### config.mk
export PLATFORM = sky130hd
export DESIGN_NAME = nandc_regbank
export DESIGN_NICKNAME = d
export VERILOG_FILES = /design/src/rtl/nandc_rb_pkg.sv /design/src/rtl/nandc_rst_sync.sv /design/src/rtl/nandc_lock.sv /design/src/rtl/nandc_evt.sv /design/src/rtl/nandc_regbank.sv
export SDC_FILE = /design/constraint.sdc
export NUM_CORES = 1
export LEC_CHECK = 0
export CORE_MARGIN = 5
export CORE_UTILIZATION = 45
export DETAILED_ROUTE_END_ITERATION = 8
export GPL_TIMING_DRIVEN = 0
export PLACE_DENSITY_LB_ADDON = 0.08
export SLEW_MARGIN = 20
export SYNTH_ARGS = -nofsm -noshare
export SYNTH_HDL_FRONTEND = slang
export SYNTH_HIERARCHICAL = 1
export SYNTH_SLANG_ARGS = --single-unit
export TNS_END_PERCENT = 20
### constraint.sdc
create_clock -name clk -period 2.9 [get_ports clk]
set_input_delay 0.435 -clock clk [delete_from_list [all_inputs] [get_ports clk]]
set_output_delay 0.435 -clock clk [all_outputs]
set_load 0.02 [all_outputs]
### src/rtl/nandc_rb_pkg.sv
package nandc_rb_pkg;
  localparam int unsigned ADDR_W = 3;
  localparam int unsigned DATA_W = 32;
  localparam int unsigned BE_W   = DATA_W / 8;
  localparam int unsigned IRQ_W  = 6;
  localparam int unsigned RAW_W  = 7;

  typedef enum logic [ADDR_W-1:0] {
    RA_CMD   = 3'd0,
    RA_CFG   = 3'd1,
    RA_TIM   = 3'd2,
    RA_MASK  = 3'd3,
    RA_ISTAT = 3'd4,
    RA_RAW   = 3'd5,
    RA_LOCK  = 3'd6,
    RA_CEN   = 3'd7
  } reg_addr_e;

  localparam logic [15:0] UNLOCK_WORD = 16'hA25E;
  localparam logic [7:0]  CMD_RESET   = 8'hFF;
endpackage

### src/rtl/nandc_rst_sync.sv
module nandc_rst_sync (
  input  logic clk,
  input  logic rst_n,
  output logic rst_sync_n
);
  logic [1:0] sync_q;

  always_ff @(posedge clk or negedge rst_n) begin
    if (!rst_n) sync_q <= 2'b00;
    else        sync_q <= {sync_q[0], 1'b1};
  end

  assign rst_sync_n = sync_q[1];
endmodule

### src/rtl/nandc_lock.sv
module nandc_lock (
  input  logic clk,
  input  logic rst_n,
  input  logic magic_wr,
  input  logic prot_try,
  input  logic flush,
  output logic unlocked
);
  logic open_q, open_d;

  always_comb begin
    open_d = open_q;
    if (flush)         open_d = 1'b0;
    else if (prot_try) open_d = 1'b0;
    else if (magic_wr) open_d = 1'b1;
  end

  always_ff @(posedge clk or negedge rst_n) begin
    if (!rst_n) open_q <= 1'b0;
    else        open_q <= open_d;
  end

  assign unlocked = open_q;
endmodule

### src/rtl/nandc_evt.sv
module nandc_evt
  import nandc_rb_pkg::*;
(
  input  logic             clk,
  input  logic             rst_n,
  input  logic             ev_nand_rdy,
  input  logic             ev_ctrl_rdy,
  input  logic             ev_ecc_done,
  input  logic             ev_err_found,
  input  logic             ev_dec_fail,
  input  logic [1:0]       ev_err_cnt,
  input  logic             ev_wp_fault,
  input  logic             clr_rdy,
  input  logic             flush,
  input  logic             stat_rd,
  input  logic             mask_wr,
  input  logic [IRQ_W-1:0] mask_wdata,
  output logic [RAW_W-1:0] raw,
  output logic [IRQ_W-1:0] stat,
  output logic [IRQ_W-1:0] mask,
  output logic             irq
);
  logic [IRQ_W-1:0] stat_q, stat_d, mask_q, mask_d, ev_vec;
  logic             nrdy_q, nrdy_d, crdy_q, crdy_d;
  logic [4:0]       ecc_q, ecc_d;  // {dec_fail, cnt[1:0], err_found, ecc_rdy}

  assign ev_vec = {ev_nand_rdy, ev_ctrl_rdy, ev_ecc_done & ev_dec_fail,
                   ev_ecc_done & ev_err_found, ev_ecc_done, ev_wp_fault};

  always_comb begin
    stat_d = ((stat_rd || flush) ? '0 : stat_q) | ev_vec;
    mask_d = mask_wr ? mask_wdata : mask_q;
    nrdy_d = ev_nand_rdy ? 1'b1 : ((clr_rdy || flush) ? 1'b0 : nrdy_q);
    crdy_d = ev_ctrl_rdy ? 1'b1 : ((clr_rdy || flush) ? 1'b0 : crdy_q);
    ecc_d  = ecc_q;
    if (ev_ecc_done)
      ecc_d = {ev_dec_fail, ev_err_found ? ev_err_cnt : 2'b00, ev_err_found, 1'b1};
    else if (clr_rdy || flush)
      ecc_d = '0;
  end

  always_ff @(posedge clk or negedge rst_n) begin
    if (!rst_n) begin
      stat_q <= '0;
      mask_q <= '0;
      nrdy_q <= 1'b0;
      crdy_q <= 1'b0;
      ecc_q  <= '0;
    end else begin
      stat_q <= stat_d;
      mask_q <= mask_d;
      nrdy_q <= nrdy_d;
      crdy_q <= crdy_d;
      ecc_q  <= ecc_d;
    end
  end

  assign raw  = {ecc_q, crdy_q, nrdy_q};
  assign stat = stat_q;
  assign mask = mask_q;
  assign irq  = |(stat_q & mask_q);
endmodule

### src/rtl/nandc_regbank.sv
module nandc_regbank
  import nandc_rb_pkg::*;
#(
  parameter int unsigned TIM_W = 26
) (
  input  logic              clk,
  input  logic              rst_n,
  input  logic [ADDR_W-1:0] addr,
  input  logic [DATA_W-1:0] wdata,
  input  logic [BE_W-1:0]   be,
  input  logic              wr,
  input  logic              rd,
  output logic [DATA_W-1:0] rdata,
  input  logic              ev_nand_rdy,
  input  logic              ev_ctrl_rdy,
  input  logic              ev_ecc_done,
  input  logic              ev_err_found,
  input  logic              ev_dec_fail,
  input  logic [1:0]        ev_err_cnt,
  input  logic              ev_wp_fault,
  output logic              cfg_wp_o,
  output logic              cfg_large_o,
  output logic              cfg_long_o,
  output logic [TIM_W-1:0]  tim_o,
  output logic              ce_normal_o,
  output logic              ctrl_rst_o,
  output logic              dev_ready_o,
  output logic              irq_o
);
  localparam int unsigned TIM_BYTES = (TIM_W + 7) / 8;

  logic             rst_sync_n, unlocked;
  logic             magic_wr, prot_try, prot_wr, cmd_wr, flush, clr_rdy;
  logic             cfg_en, tim_en, cen_en, mask_wr;
  logic [2:0]       cfg_q, cfg_d;
  logic [TIM_W-1:0] tim_q, tim_d, tim_bmask;
  logic             cen_q, cen_d, crst_q;
  logic [RAW_W-1:0] raw;
  logic [IRQ_W-1:0] stat, mask;
  reg_addr_e        ra;

  nandc_rst_sync u_rst (.clk(clk), .rst_n(rst_n), .rst_sync_n(rst_sync_n));

  assign ra       = reg_addr_e'(addr);
  assign magic_wr = wr && (ra == RA_LOCK) && (be[1:0] == 2'b11) && (wdata[15:0] == UNLOCK_WORD);
  assign prot_try = wr && ((ra == RA_CFG) || (ra == RA_TIM));
  assign prot_wr  = prot_try && unlocked;
  assign cmd_wr   = wr && (ra == RA_CMD) && be[0];
  assign flush    = cmd_wr && (wdata[7:0] == CMD_RESET);
  assign clr_rdy  = cmd_wr && (wdata[7:0] != CMD_RESET);
  assign cfg_en   = prot_wr && (ra == RA_CFG) && be[0];
  assign tim_en   = prot_wr && (ra == RA_TIM);
  assign cen_en   = wr && (ra == RA_CEN) && be[0];
  assign mask_wr  = wr && (ra == RA_MASK) && be[0];

  nandc_lock u_lock (
    .clk(clk), .rst_n(rst_sync_n), .magic_wr(magic_wr),
    .prot_try(prot_try), .flush(flush), .unlocked(unlocked)
  );

  nandc_evt u_evt (
    .clk(clk), .rst_n(rst_sync_n),
    .ev_nand_rdy(ev_nand_rdy), .ev_ctrl_rdy(ev_ctrl_rdy), .ev_ecc_done(ev_ecc_done),
    .ev_err_found(ev_err_found), .ev_dec_fail(ev_dec_fail), .ev_err_cnt(ev_err_cnt),
    .ev_wp_fault(ev_wp_fault), .clr_rdy(clr_rdy), .flush(flush),
    .stat_rd(rd && (ra == RA_ISTAT)), .mask_wr(mask_wr), .mask_wdata(wdata[IRQ_W-1:0]),
    .raw(raw), .stat(stat), .mask(mask), .irq(irq_o)
  );

  for (genvar b = 0; b < TIM_BYTES; b++) begin : g_bmask
    localparam int unsigned LO = 8 * b;
    localparam int unsigned HI = (8 * b + 7 < TIM_W) ? 8 * b + 7 : TIM_W - 1;
    assign tim_bmask[HI:LO] = {(HI - LO + 1){be[b]}};
  end

  always_comb begin
    cfg_d = cfg_en ? wdata[3:1] : cfg_q;
    tim_d = tim_en ? ((tim_q & ~tim_bmask) | (wdata[TIM_W-1:0] & tim_bmask)) : tim_q;
    cen_d = cen_en ? wdata[0] : cen_q;
  end

  always_ff @(posedge clk or negedge rst_sync_n) begin
    if (!rst_sync_n) begin
      cfg_q  <= '0;
      tim_q  <= '0;
      cen_q  <= 1'b1;
      crst_q <= 1'b0;
    end else begin
      cfg_q  <= cfg_d;
      tim_q  <= tim_d;
      cen_q  <= cen_d;
      crst_q <= flush;
    end
  end

  always_comb begin
    rdata = '0;
    if (rd) begin
      case (ra)
        RA_CFG:   rdata = DATA_W'({cfg_q, 1'b0});
        RA_TIM:   rdata = DATA_W'(tim_q);
        RA_MASK:  rdata = DATA_W'(mask);
        RA_ISTAT: rdata = DATA_W'(stat);
        RA_RAW:   rdata = DATA_W'(raw);
        RA_CEN:   rdata = DATA_W'(cen_q);
        default:  rdata = '0;
      endcase
    end
  end

  assign cfg_wp_o    = cfg_q[2];
  assign cfg_large_o = cfg_q[1];
  assign cfg_long_o  = cfg_q[0];
  assign tim_o       = tim_q;
  assign ce_normal_o = cen_q;
  assign ctrl_rst_o  = crst_q;
  assign dev_ready_o = raw[1] & raw[0];
endmodule

==> results of run 1 <==
==> worst max-delay path by stage <==
stage | to | slack (ps) | startpoint
after floorplan | rdata[0] | 940 | addr[1]
after global placement | rdata[12] | -330 | addr[2]
after detailed placement | rdata[16] | -370 | addr[2]
after CTS | rdata[0] | 30 | addr[1]
after global routing | rdata[17] | -2 | addr[1]
final | rdata[3] | 70 | addr[1]
==> metal layers <==
layer	vias to the layer above	wire, µm
li1	1003	-
met1	1041	3061
met2	114	3235
met3	15	704
met4	0	185
met5	-	0
==> Yosys cell counts, types with 2 or more instances <==
library cell   n
dfrtp_1       52
nand3_2        3
buf_6          3
mux2_2        39
nor3b_4        2
a22o_2         2
a21oi_1        2
a211oi_1       4
buf_4          9
a221oi_1       4
nand2_1        3
buf_2          4
a32oi_1        5
and2_1        21
a32o_1         2
and3_1         3
nor2b_1        5
nor2_1         5
nor3b_1        2
nand3_1        3
conb_1         2
a22oi_1        6
nor2_2         2
clkbuf_1       2
a21o_1         7
nor4_1         2
a22o_1         2
==> stage by stage <==
stage,utilization (%),std cells
global placement,67.20,391
CTS,69.48,401
global route,70.19,401
floorplan,-,217
detailed placement,67.58,392
finish,70.19,401
==> cells in the final DEF, fill, tap and decap left out, types with 6 or more instances in the layout <==
cell	synthesis	final
clkdlybuf4s50_1	0	85
dfrtp_1	52	51
conb_1	2	7
buf_4	9	10
a21o_1	7	7
and2_1	21	21
mux2_2	39	39
dlymetal6s2s_1	0	14
a22oi_1	6	6
clkbuf_8	0	7
==> repair_timing <==
action	4_1_cts	5_1_grt
cloned	0	0
hold endpoints to repair	0	0
setup buffers	1	0
setup endpoints to repair	18	16
resized for setup	4	17
==> report_power, final <==
group	switching, mW	total, mW	internal, mW
sequential	0.0360	0.811	0.775
clock	0.231	0.447	0.216
combinational	0.106	0.247	0.140
==> cell families after synthesis <==
| family | after synthesis | synth area share [%] |
|---|---|---|
| other | 2 | 0.2846 |
| xor gates and xnor gates | 1 | 0.3320 |
| buffers and inverters | 19 | 5.026 |
| AOI/OAI and AO/OA | 36 | 11.00 |
| and+or+nand+nor | 61 | 16.03 |
| DFF | 53 | 50.31 |
| muxes | 40 | 17.02 |
==> worst max-delay path: stages <==
cell and delay (ps):
clkdlybuf4s50_1 490, buf_2 250, nor2b_1 70, buf_2 170
o31ai_1 300, a21oi_1 120, clkdlybuf4s50_1 560
==> final cells by class <==
type                       count  area [µm²]
fill                         432        1672
sequential                    53        1329
clock buffer                   7       96.34
timing repair buffer         104        1080
tap                           72       90.09
clock inverter                 1       5.005
buffer                        18       132.6
multi-input combinational    145        1200
inverter                       1       3.754
==> results.tsv, run 1 <==
metric	value	unit
CTS tree	yes	
CP Class	input pin to primary output	
TNS Setup	0	ps
Netlist cell types	43	
vias in the first global route	2170	
RR Endpoint	cfg_q[2]$_DFFE_PN0P_	
DR iter-0 viols	99	
Ports	116	
total design power	1.505	mW
share of post-route cells with drive strength above 1	24.32	%
Initial Util	47.05	%
highest clock rate	353.0	MHz
Mapped Cells	212	
vias per cell	5.419	
post-layout min period	2833	ps
initial antenna violation count	0	
hold_buf cts	0	
CP max FO	10	
largest area contributor in the netlist	dfrtp_1	
wire per inst	17.92	µm
clock buffer depth	2	
Max Clock Skew	4.514	ps
Slew @ Worst Pin	542.9	ps
GR Layer Usage met2	31.64	%
Vias	2173	
clock root buffer	clkbuf_8	
Max Slew Vio Count	0	
Num CTS Buffers	5	
maximum vdd drop	0.3917	mV
Die Ht	86.58	µm
grt met3 use	5.133	%
DRC violations left	0	
core box area	0.005608	mm²
share of the synthesized area in the top cell type	49.31	%
Avg Inst Size Synth	12.45	µm²
Period Utilization, post-route	97.67	%
Die Span X	86.58	µm
clock sinks	53	
Crit. End Element	primary output	
Max-slew headroom	63.81	%
Final #Nets	379	
first-pass GRT wire length	11600	µm
gp weighted congestion	0.8846	
die area	0.007495	mm²
Post-synth ARST share	100.0	%
met1 usage	26.15	%
Static Leakage	1.954	nW
PortBufs	102	
row count	27	
area of placed instances	0.003790	mm²
cell area after synthesis	0.002639	mm²
Final Cell Area	0.003936	mm²
GRT Overall Usage	19.87	%
Worst-path clk slew	90	ps
status	finished clean	
R2R cell count	4	
final hold slack	258.2	ps
Main synth FF type	dfrtp_1	
Detail Route Antenna Nets	0	
clk_lat worst skew	300	ps
routed wire length	7186	µm
main area contributors after synthesis	dfrtp_1 49%, mux2_2 17%, and2_1 5.0%	
max capacitance violation total	0	
grt peak-use layer	met2	
synth-to-layout area growth	49.17	%
#FFs+latches synth	53	
RSZ-0062 raised after global routing	true	
worst path arrival time	2400	ps
pre-CTS setup slack	-368.0	ps
required time worst endpoint	2470	ps
number of H-tree levels	2	
final setup vio count	0	
worst setup margin	67.44	ps
worst r2r src	u_lock/unlocked$_DFFE_PN0P_	
grt ovf	0	
PD cells	382.3	mW/mm²
EDFF count, synth	0	
dpl hpwl	5641	µm
pin count of the biggest net entering global routing	28	
Reg2Reg Setup Slack	1420	ps
drt pass-1 iters	4	
Yosys warning count	6	
final hold violations	0	
worst min path class	flop to asynchronous set/reset pin	
startpoint types	input pin	
post-synthesis sequential area ratio	50.31	%
# diodes	0	
No activity file was read; power rests on OpenSTA's default activity.
==> inputs of run 2 (changes only) <==
Settings changed: SKIP_CTS_REPAIR_TIMING set to 1.
==> run 2 against run 1 <==
Net effect:
- sequential share of layout area is 0.16 points lower
- die area stayed put
- combinational power hardly changed
- clock-buffer cell count stayed put
- design area is 0.48% higher
- sequential cell count stayed put
- fmax is 0.12% lower
- via count stayed put
- register-to-register slack hardly changed
- critical path type unchanged
- critical endpoint is now rdata[2]
==> results.tsv, run 2 (same netlist as run 1, synthesis figures left out) <==
metric	value	unit
pin count of the biggest net entering global routing	28	
dpl hpwl	5641	µm
Max-slew headroom	63.90	%
startpoint types	input pin	
share of post-route cells with drive strength above 1	24.55	%
CP Class	input pin to primary output	
slowest cell delay on critical path	560	ps
Ports	116	
status	finished clean	
clock buffer depth	2	
Die Span X	86.58	µm
highest clock rate	352.6	MHz
initial antenna violation count	0	
crit path cell chain	clkdlybuf4s50_1 -> buf_2 -> nor2b_1 -> buf_2 -> o31ai_1 -> a21oi_1 -> clkdlybuf4s50_1	
Initial Util	47.05	%
DR iter-0 viols	101	
required time worst endpoint	2470	ps
worst min path class	flop to asynchronous set/reset pin	
Worst Setup SP	addr[1]	
Max Clock Skew	4.267	ps
worst r2r src	u_lock/unlocked$_DFFE_PN0P_	
drt pass-1 iters	4	
gp weighted congestion	0.8846	
CTS tree	yes	
routed wire length	7183	µm
Final #Nets	380	
maximum vdd drop	0.3910	mV
CP max-delay cell	clkdlybuf4s50_1	
Static Leakage	1.991	nW
final setup vio count	0	
clock power share	29.6	%
Sw Share	24.69	%
Period Utilization, post-route	97.79	%
max capacitance violation total	0	
DRC violations left	0	
vias per cell	5.405	
synth-to-layout area growth	49.88	%
number of H-tree levels	2	
# diodes	0	
GRT Overall Usage	19.87	%
Crit. End Element	primary output	
first-pass GRT wire length	11600	µm
Max Slew Vio Count	0	
die area	0.007495	mm²
Comb pwr share	16.5	%
Flop pwr share	53.9	%
clock sinks	53	
clock root buffer	clkbuf_8	
vias in the first global route	2169	
grt ovf	0	
total design power	1.505	mW
wire per inst	17.87	µm
Num CTS Buffers	5	
Slew @ Worst Pin	541.5	ps
clk_lat worst skew	300	ps
CP max FO	10	
PD cells	380.5	mW/mm²
worst path arrival time	2400	ps
most common cell after layout, fill and taps aside	clkdlybuf4s50_1	
post-layout min period	2836	ps
row count	27	
Reg2Reg Setup Slack	1430	ps
most frequent cells in the layout	85 x clkdlybuf4s50_1, 51 x dfrtp_1, 39 x mux2_2	
TNS Setup	0	ps
final hold violations	0	
final hold slack	256.9	ps
Die Ht	86.58	µm
core box area	0.005608	mm²
Vias	2173	
Worst-path clk slew	90	ps
cell internal pwr	1.133	mW
sw power	371.5	µW
Detail Route Antenna Nets	0	
PortBufs	102	
## run 2: path summary, 6_finish.rpt
check                                             endpoint  cells after the start
worst max-delay path                              rdata[2]                      7
worst min-delay path            asynchronous set/reset pin                      0
worst max register to register        cfg_q[2]$_DFFE_PN0P_                      4
worst min register to register  asynchronous set/reset pin                      0
max in group asynchronous          ce_normal_o$_DFFE_PN1P_                      1
min in group clk                 u_rst/sync_q[1]$_DFF_PN0_                      0
## run 2: power groups by stage
stage                     registers (mW)  logic [mW]  clock network (mW)
after floorplan                    0.821       0.123                   0
after global placement             0.833       0.231                   0
after detailed placement           0.825       0.246                   0
after CTS                          0.810       0.247               0.463
after global routing               0.816       0.267               0.488
final                              0.811       0.249               0.445
## run 2: final cells by class
class	count	area [µm²]
fillers	422	1653
flip-flops and latches	53	1329
multi-input cells	145	1200
repair buffers	105	1099
plain buffers	18	132.6
clock buffers	7	96.34
well taps	72	90.09
clock inverters	1	5.005
inverters	1	3.754
## run 2: metrics by stage
stage	area [µm²]	setup WS, ps	instances	utilization, %
2_1_floorplan	2658	935.6	217	-
3_3_place_gp	3769	-325.8	391	67.20
3_5_place_dp	3790	-368.0	392	67.58
4_1_cts	3891	-368.6	400	69.39
5_1_grt	3955	-13.56	402	70.53
6_report	3955	63.99	402	70.53
## run 2: critical path, delay by kind of cell
| family | cells | cell delay, ps |
|---|---|---|
| and+or+nand+nor | 1 | 70 |
| AOI/OAI and AO/OA | 2 | 420 |
| buffers and inverters | 4 | 1470 |
## run 2: metal layers
metal  global-route usage [%]  part of all wire (%)  routed length [µm]  vias up
met5                        0                     0                   0        -
met4                    7.224                   1.9                 139        0
met3                    5.133                   8.7                 627       10
met2                    31.64                    45                3258      100
met1                    26.15                    44                3157     1053
li1                         -                     -                   -     1010
